`src/rtl/eeprom_slave_pkg.sv`:
```
package eeprom_slave_pkg;

    localparam logic [3:0] DEV_TYPE = 4'b1010;

    typedef enum logic [3:0] {
        S_IDLE,
        S_DEV,
        S_ACK_DEV,
        S_WADDR,
        S_ACK_WADDR,
        S_WDATA,
        S_ACK_WDATA,
        S_RDATA,
        S_RACK,
        S_RNEXT
    } slave_state_t;

    typedef struct packed {
        logic start;
        logic stop;
        logic rise;
        logic fall;
    } bus_ev_t;

    function automatic logic addr_locked(input logic wp, input logic top_bit);
        return wp & top_bit;
    endfunction

endpackage

```
`src/rtl/pin_filter.sv`:
```
module pin_filter #(
    parameter int FILT_LEN = 4
) (
    input  logic clk,
    input  logic rst,
    input  logic pin_i,
    output logic pin_o
);
    localparam int CW = $clog2(FILT_LEN + 1);

    logic [1:0]    sync_q;
    logic [CW-1:0] cnt_q;

    always_ff @(posedge clk) begin
        if (rst) begin
            sync_q <= 2'b11;
            cnt_q  <= '0;
            pin_o  <= 1'b1;
        end else begin
            sync_q <= {sync_q[0], pin_i};
            if (sync_q[1] == pin_o) begin
                cnt_q <= '0;
            end else if (cnt_q == CW'(FILT_LEN - 1)) begin
                pin_o <= sync_q[1];
                cnt_q <= '0;
            end else begin
                cnt_q <= cnt_q + 1'b1;
            end
        end
    end

    // output only moves after the synchronized input held a new level
    a_r2_filtered_change: assert property (@(posedge clk) disable iff (rst)
        !$stable(pin_o) |-> (pin_o == $past(sync_q[1])));
endmodule

```
`src/rtl/bus_events.sv`:
```
module bus_events
    import eeprom_slave_pkg::*;
(
    input  logic    clk,
    input  logic    rst,
    input  logic    scl,
    input  logic    sda,
    output bus_ev_t ev
);
    logic scl_q, sda_q;

    always_ff @(posedge clk) begin
        if (rst) begin
            scl_q <= 1'b1;
            sda_q <= 1'b1;
        end else begin
            scl_q <= scl;
            sda_q <= sda;
        end
    end

    always_comb begin
        ev.start = scl & scl_q & sda_q & ~sda;
        ev.stop  = scl & scl_q & ~sda_q & sda;
        ev.rise  = scl & ~scl_q;
        ev.fall  = ~scl & scl_q;
    end

    // a start and a stop can never be reported together
    a_r3_exclusive_events: assert property (@(posedge clk) disable iff (rst)
        !(ev.start && ev.stop));
endmodule

```
`src/rtl/slave_core.sv`:
```
module slave_core
    import eeprom_slave_pkg::*;
#(
    parameter int ADDR_W     = 8,
    parameter int PAGE_BYTES = 16,
    parameter int WR_CYCLES  = 1250000
) (
    input  logic       clk,
    input  logic       rst,
    input  bus_ev_t    ev,
    input  logic       scl_lvl,
    input  logic       sda_lvl,
    input  logic [2:0] strap_i,
    input  logic       wp_i,
    output logic       sda_oe
);
    localparam int DEPTH  = 1 << ADDR_W;
    localparam int PAGE_W = $clog2(PAGE_BYTES);
    localparam int BW     = $clog2(WR_CYCLES + 1);

    slave_state_t          state;
    logic [3:0]            bitcnt;
    logic [7:0]            shreg;
    logic [ADDR_W-1:0]     ptr;
    logic [7:0]            mem   [DEPTH];
    logic [7:0]            pbuf  [PAGE_BYTES];
    logic [PAGE_BYTES-1:0] pvalid;
    logic                  wrote;
    logic [BW-1:0]         busy_cnt;
    logic                  busy;
    logic                  dev_hit;

    assign busy    = (busy_cnt != '0);
    assign dev_hit = (shreg[7:4] == DEV_TYPE) && (shreg[3:1] == strap_i) && !busy;

    always_ff @(posedge clk) begin
        if (rst) begin
            state    <= S_IDLE;
            bitcnt   <= '0;
            shreg    <= '0;
            ptr      <= '0;
            pvalid   <= '0;
            wrote    <= 1'b0;
            busy_cnt <= '0;
            sda_oe   <= 1'b0;
            for (int i = 0; i < DEPTH; i++) mem[i] <= 8'hFF;
            for (int i = 0; i < PAGE_BYTES; i++) pbuf[i] <= 8'h00;
        end else begin
            if (busy) busy_cnt <= busy_cnt - 1'b1;

            if (ev.start) begin
                state  <= S_DEV;
                bitcnt <= '0;
                sda_oe <= 1'b0;
                pvalid <= '0;
                wrote  <= 1'b0;
            end else if (ev.stop) begin
                state  <= S_IDLE;
                sda_oe <= 1'b0;
                if (wrote) begin
                    for (int i = 0; i < PAGE_BYTES; i++)
                        if (pvalid[i])
                            mem[{ptr[ADDR_W-1:PAGE_W], PAGE_W'(i)}] <= pbuf[i];
                    busy_cnt <= BW'(WR_CYCLES);
                end
                pvalid <= '0;
                wrote  <= 1'b0;
            end else begin
                unique case (state)
                    S_DEV, S_WADDR, S_WDATA: begin
                        if (ev.rise && bitcnt != 4'd8) begin
                            shreg  <= {shreg[6:0], sda_lvl};
                            bitcnt <= bitcnt + 1'b1;
                        end else if (ev.fall && bitcnt == 4'd8) begin
                            bitcnt <= '0;
                            if (state == S_DEV) begin
                                if (dev_hit) begin
                                    sda_oe <= 1'b1;
                                    state  <= S_ACK_DEV;
                                end else begin
                                    state  <= S_IDLE;
                                end
                            end else if (state == S_WADDR) begin
                                ptr    <= shreg[ADDR_W-1:0];
                                sda_oe <= 1'b1;
                                state  <= S_ACK_WADDR;
                            end else begin
                                if (!addr_locked(wp_i, ptr[ADDR_W-1])) begin
                                    pbuf[ptr[PAGE_W-1:0]]   <= shreg;
                                    pvalid[ptr[PAGE_W-1:0]] <= 1'b1;
                                end
                                wrote  <= 1'b1;
                                ptr    <= {ptr[ADDR_W-1:PAGE_W], ptr[PAGE_W-1:0] + 1'b1};
                                sda_oe <= 1'b1;
                                state  <= S_ACK_WDATA;
                            end
                        end
                    end
                    S_ACK_DEV: begin
                        if (ev.fall) begin
                            bitcnt <= '0;
                            if (shreg[0]) begin
                                shreg  <= mem[ptr];
                                sda_oe <= ~mem[ptr][7];
                                ptr    <= ptr + 1'b1;
                                state  <= S_RDATA;
                            end else begin
                                sda_oe <= 1'b0;
                                state  <= S_WADDR;
                            end
                        end
                    end
                    S_ACK_WADDR, S_ACK_WDATA: begin
                        if (ev.fall) begin
                            sda_oe <= 1'b0;
                            state  <= S_WDATA;
                        end
                    end
                    S_RDATA: begin
                        if (ev.rise) begin
                            bitcnt <= bitcnt + 1'b1;
                        end else if (ev.fall) begin
                            if (bitcnt == 4'd8) begin
                                sda_oe <= 1'b0;
                                state  <= S_RACK;
                            end else begin
                                sda_oe <= ~shreg[6];
                                shreg  <= {shreg[6:0], 1'b0};
                            end
                        end
                    end
                    S_RACK: begin
                        if (ev.rise) state <= sda_lvl ? S_IDLE : S_RNEXT;
                    end
                    S_RNEXT: begin
                        if (ev.fall) begin
                            bitcnt <= '0;
                            shreg  <= mem[ptr];
                            sda_oe <= ~mem[ptr][7];
                            ptr    <= ptr + 1'b1;
                            state  <= S_RDATA;
                        end
                    end
                    default: ;
                endcase
            end
        end
    end

    // a start re-arms address reception with SDA released
    a_r3_start_rearms: assert property (@(posedge clk) disable iff (rst)
        ev.start |=> (state == S_DEV && bitcnt == 4'd0 && !sda_oe));
    // a stop always returns to idle
    a_r3_stop_idles: assert property (@(posedge clk) disable iff (rst)
        ev.stop |=> (state == S_IDLE));
    // no address acknowledge while the program cycle runs
    a_r9_silent_busy: assert property (@(posedge clk) disable iff (rst)
        (state == S_DEV && ev.fall && bitcnt == 4'd8 && busy) |=> !sda_oe);
    // busy counter never exceeds the programmed cycle length
    a_r9_busy_bound: assert property (@(posedge clk) disable iff (rst)
        busy_cnt <= BW'(WR_CYCLES));
    // the drive is only asserted while SCL is low
    a_r13_drive_scl_low: assert property (@(posedge clk) disable iff (rst)
        $rose(sda_oe) |-> !scl_lvl);
    // after a master NACK the slave stays released
    a_r12_nack_release: assert property (@(posedge clk) disable iff (rst)
        (state == S_RACK && ev.rise && sda_lvl) |=> (!sda_oe && state == S_IDLE));
endmodule

```
`src/rtl/i2c_eeprom_slave.sv`:
```
module i2c_eeprom_slave
    import eeprom_slave_pkg::*;
#(
    parameter int ADDR_W     = 8,
    parameter int PAGE_BYTES = 16,
    parameter int FILT_LEN   = 4,
    parameter int WR_CYCLES  = 1250000
) (
    input  logic       clk,
    input  logic       rst,
    input  logic       scl_i,
    input  logic       sda_i,
    input  logic [2:0] strap_i,
    input  logic       wp_i,
    output logic       sda_oe
);
    logic [1:0] raw_pins;
    logic [1:0] clean_pins;
    bus_ev_t    ev;

    assign raw_pins = {scl_i, sda_i};

    for (genvar g = 0; g < 2; g++) begin : g_filt
        pin_filter #(.FILT_LEN(FILT_LEN)) u_filt (
            .clk  (clk),
            .rst  (rst),
            .pin_i(raw_pins[g]),
            .pin_o(clean_pins[g])
        );
    end

    bus_events u_ev (
        .clk(clk),
        .rst(rst),
        .scl(clean_pins[1]),
        .sda(clean_pins[0]),
        .ev (ev)
    );

    slave_core #(
        .ADDR_W    (ADDR_W),
        .PAGE_BYTES(PAGE_BYTES),
        .WR_CYCLES (WR_CYCLES)
    ) u_core (
        .clk    (clk),
        .rst    (rst),
        .ev     (ev),
        .scl_lvl(clean_pins[1]),
        .sda_lvl(clean_pins[0]),
        .strap_i(strap_i),
        .wp_i   (wp_i),
        .sda_oe (sda_oe)
    );
endmodule

```
`config.mk`:
```
export PLATFORM = sky130hd
export DESIGN_NAME = i2c_eeprom_slave
export DESIGN_NICKNAME = d
export VERILOG_FILES = /design/src/rtl/eeprom_slave_pkg.sv /design/src/rtl/pin_filter.sv /design/src/rtl/bus_events.sv /design/src/rtl/slave_core.sv /design/src/rtl/i2c_eeprom_slave.sv
export SDC_FILE = /design/constraint.sdc
export NUM_CORES = 2
export LEC_CHECK = 0
export ABC_CLOCK_PERIOD_IN_PS = 3560
export BUFFER_PORTS_ARGS = -buffer_cell sky130_fd_sc_hd__buf_4
export CORE_UTILIZATION = 25
export DETAILED_ROUTE_END_ITERATION = 7
export PLACE_DENSITY_LB_ADDON = 0.1
export RECOVER_POWER = 100
export SYNTH_ARGS = -nofsm -noshare
export SYNTH_HDL_FRONTEND = slang
export SYNTH_SLANG_ARGS = --single-unit
```
`constraint.sdc`:
```
create_clock -name clk -period 3.56 [get_ports clk]
set_input_delay 0.356 -clock clk [delete_from_list [all_inputs] [get_ports clk]]
set_output_delay 0.356 -clock clk [all_outputs]
set_load 0.05 [all_outputs]
```
==> impl_metrics.sql <==
INSERT INTO impl_metrics (metric_group, metric, value, unit) VALUES
('pwr', 'pwr_density_cell', '521', 'nW/um^2'),
('final_layout', 'fillers', '41000', ''),
('setup_path', 'critical_path_class', 'flip-flop to flip-flop', ''),
('final_layout', 'fin_area', '122000', 'um^2'),
('final_layout', 'finalCoreUtilization', '29.7', '%'),
('clock_tree', 'tritoncts.num_buffers', '282', ''),
('timing', 'slew_headroom', '-9.04', '%'),
('outcome', 'violated_checks', 'antenna violations, max-capacitance violations, max-slew violations', ''),
('floorplanning', 'floorplan.io_pins', '9', ''),
('setup_path', 'cp_data_arrival_time', '4.38', 'ns'),
('final_layout', 'instances_no_fill', '13100', ''),
('synthesis', 'yosys_warnings', '0', ''),
('setup_path', 'end_kind', 'flip-flop', ''),
('timing', 'finalWorstSetupSlack', '0.0296', 'ns'),
('placed_design', 'dpl-instance-area', '114000', 'um^2'),
('synthesis', 'async_set_or_reset_flop_fraction_in_the_synthesized_netlist', '0', '%'),
('drt', 'dr.pass1.iters', '5', ''),
('clock_tree', 'clk_sinks', '2253', ''),
('synthesis', 'synth_enable_flop_cells', '2176', ''),
('synthesis', 'synth-seq-area-share', '64.8', '%'),
('clock_tree', 'clk-insertion-delay-late', '0.92', 'ns'),
('global_route', 'maximum_number_of_pins_on_one_net_before_global_route_repair', '145', ''),
('floorplanning', 'die_x', '645', 'um'),
('job', 'drv.max_cap_violation_count', '1', ''),
('final_layout', 'final_cell_mix', '2176 x sky130_fd_sc_hd__edfxtp_1, 2057 x sky130_fd_sc_hd__or3_1, 523 x sky130_fd_sc_hd__mux4_2', ''),
('timing', 'number_of_slew_limit_violations_in_the_final_report', '107', ''),
('synthesis', 'syn_inst', '6918', ''),
('synthesis', 'yosys_most_used_dff', 'sky130_fd_sc_hd__edfxtp_1', ''),
('final_layout', 'drive_gt1_share', '22.1', '%'),
('outcome', 'status', 'finished, violations left', ''),
('drt', 'finalWirelength', '504', 'mm'),
('timing', 'setup_viol', '0', ''),
('placed_design', 'dpl.cell_count', '12300', ''),
('floorplanning', 'area_of_the_die', '416000', 'um^2'),
('timing', 'timing_hold_violations_final', '0', ''),
('global_route', 'grt_use_total', '23.7', '%'),
('timing', 'fin_setup_tns', '0', 'ns'),
('drt', 'dr.first_iter.drc_count', '9535', ''),
('floorplanning', 'coreArea', '410000', 'um^2'),
('clock_tree', 'cts_tree', 'yes', ''),
('timing', 'finalWorstPathRequiredPeriod', '3.53', 'ns'),
('timing', 'final.setup_skew', '0.0435', 'ns'),
('timing', 'hold_ws', '0.139', 'ns'),
('synthesis', 'synth.avg_cell_area', '14.9', 'um^2'),
('placed_design', 'placement.setup.worst_slack', '-0.618', 'ns'),
('pwr', 'overall_power_of_the_completed_layout', '63.5', 'mW'),
('timing', 'worst_pin_slew', '1.64', 'ns'),
('hold_path', 'hold_path.class', 'input pin to flip-flop', ''),
('final_layout', 'syn_to_final_growth', '18.2', '%'),
('floorplanning', 'row_count', '235', ''),
('pwr', 'power_leakage', '36.5', 'nW'),
('placed_design', 'detailed_placement_hpwl', '305', 'mm'),
('setup_path', 'rrSetupSlack', '0.03', 'ns'),
('synthesis', 'synth_seq_cells', '2253', ''),
('floorplanning', 'initial_utilization', '25.2', '%'),
('synthesis', 'netlist_area_before_placement', '103000', 'um^2'),
('placed_design', 'globalplace.congestion', '0.835', ''),
('setup_path', 'worst-endpoint-required', '4.41', 'ns'),
('drt', 'vias', '69900', ''),
('timing', 'clock.fmax', '0.283', 'GHz'),
('final_layout', 'layout.nets', '7168', ''),
('placed_design', 'numPortBuffers', '8', ''),
('floorplanning', 'die-height', '645', 'um'),
('global_route', 'grt_first_pass_wirelength', '664', 'mm'),
('drt', 'drc_errors', '0', ''),
('synthesis', 'yosys.cell_types.count', '74', ''),
('clock_tree', 'max-clock-path-buffers', '4', ''),
('pwr', 'max-vdd-ir-drop', '0.364', 'mV'),
('global_route', 'first_global_vias', '67400', ''),
('global_route', 'total_grt_overflow', '0', ''),
('setup_path', 'crit_path_max_fanout', '38', ''),
('drt', 'detail_route.wl_per_cell', '38.6', 'um'),
('final_layout', 'final_common_cell', 'sky130_fd_sc_hd__edfxtp_1', ''),
('clock_tree', 'root_buffer', 'sky130_fd_sc_hd__clkbuf_16', ''),
('clock_tree', 'h-tree-depth', '5', ''),
('global_route', 'grt_antenna_before_repair', '137', ''),
('timing', 'min_period_over_period', '99.2', '%'),
('setup_path', 'worst_setup_path_start_kind', 'flip-flop', ''),
('drt', 'avgViaCountPerCell', '5.35', ''),
('clock_tree', 'clkSlewWorstSetupHoldPaths', '0.06', 'ns'),
('synthesis', 'postSynthNetCount', '6938', ''),
('drt', 'antenna_violating_nets_post_route', '1', '');
==> state kept, by name, indices dropped and copies added (netlist names) <==
signal                cells
u_core.bitcnt             4
u_core.busy_cnt          21
g_filt.u_filt.pin_o       2
u_core.pvalid            16
u_core.wrote              1
u_core.state              4
u_core.pbuf             128
u_core.shreg              8
g_filt.u_filt.sync_q      4
u_ev.sda_q                1
u_core.ptr                8
u_ev.scl_q                1
g_filt.u_filt.cnt_q       6
u_core.mem             2048
u_core.sda_oe             1
==> worst paths after layout <==
check                                    end                        from  cells past startpoint
setup reg to reg             u_core.shreg[2]               u_core.ptr[2]                     11
setup / recovery             u_core.shreg[2]               u_core.ptr[2]                     11
hold / removal               u_core.state[0]                         rst                      3
hold reg to reg   g_filt[1].u_filt.sync_q[1]  g_filt[1].u_filt.sync_q[0]                      1
==> critical path: stages, from the launching register on <==
cell and delay, ns:
sky130_fd_sc_hd__dfxtp_4 0.41, sky130_fd_sc_hd__buf_12 0.23, sky130_fd_sc_hd__nor2_4 0.64, sky130_fd_sc_hd__buf_12 0.35
sky130_fd_sc_hd__buf_4 0.21, sky130_fd_sc_hd__a22o_1 0.33, sky130_fd_sc_hd__a221oi_1 0.11, sky130_fd_sc_hd__o22ai_1 0.24
sky130_fd_sc_hd__o21ai_1 0.17, sky130_fd_sc_hd__clkbuf_2 0.26, sky130_fd_sc_hd__a41o_1 0.27, sky130_fd_sc_hd__o21ai_1 0.08
==> final cells by class <==
cell class / instances / area [um^2] / share of cell area [%]
flip-flops and latches: 2253 / 66900 / 54.8
multi-input cells: 3767 / 33000 / 27.0
clock buffers: 378 / 7810 / 6.40
well taps: 5451 / 6820 / 5.59
repair buffers: 827 / 5890 / 4.82
clock inverters: 116 / 957 / 0.784
diodes: 252 / 631 / 0.517
inverters: 17 / 63.8 / 0.0523
==> per-layer routing <==
layer	vias to the layer above	global-route usage, %	wire length, um
met5	-	0	52
met4	8	8.31	17700
met3	708	3.22	34400
met2	3419	39.4	243000
met1	37600	31.5	210000
li1	28200	-	-
==> synthesized netlist by cell type, types with 31 or more instances <==
| cell | number | area share (%) |
|---|---|---|
| sky130_fd_sc_hd__a21oi_1 | 74 | 0.36 |
| sky130_fd_sc_hd__a221oi_1 | 87 | 0.74 |
| sky130_fd_sc_hd__a22o_1 | 90 | 0.76 |
| sky130_fd_sc_hd__a22oi_1 | 32 | 0.23 |
| sky130_fd_sc_hd__and2_1 | 136 | 0.82 |
| sky130_fd_sc_hd__buf_2 | 84 | 0.41 |
| sky130_fd_sc_hd__buf_4 | 31 | 0.23 |
| sky130_fd_sc_hd__clkbuf_1 | 747 | 2.7 |
| sky130_fd_sc_hd__dfxtp_1 | 77 | 1.5 |
| sky130_fd_sc_hd__edfxtp_1 | 2176 | 63 |
| sky130_fd_sc_hd__mux4_2 | 523 | 11 |
| sky130_fd_sc_hd__nand2_1 | 74 | 0.27 |
| sky130_fd_sc_hd__nor2_1 | 84 | 0.31 |
| sky130_fd_sc_hd__o21bai_1 | 263 | 1.9 |
| sky130_fd_sc_hd__o22ai_1 | 46 | 0.28 |
| sky130_fd_sc_hd__or3_1 | 2057 | 12 |
==> repair_timing <==
action / 4_1_cts / 5_1_grt
gates cloned: 1 / 0
hold buffers: 3 / 0
buffers inserted: 6 / 0
endpoints found under the hold margin: 3 / 0
resized for setup: 7 / 3
setup endpoints to repair: 8 / 3
pin swaps: 2 / 0
==> cells by family (layout without fill, tap and decap cells) <==
group	Yosys count	after routing	synth area share, %
simple gates	2489	2490	14.7
fa+ha+maj	12	12	0.145
compound gates	691	691	4.96
other cells	0	252	0
flops	2253	2253	64.8
xor+xnor	25	25	0.212
buf+inv	899	1338	3.55
mux	549	549	11.7
==> power by group <==
group	switching (mW)	internal, mW	leakage [nW]
Sequential	0.558	30.4	22.5
Clock	12.0	16.4	4.28
Combinational	3.09	1.16	9.74
Total	15.6	47.9	36.5
(Power assumes the default switching activity.)
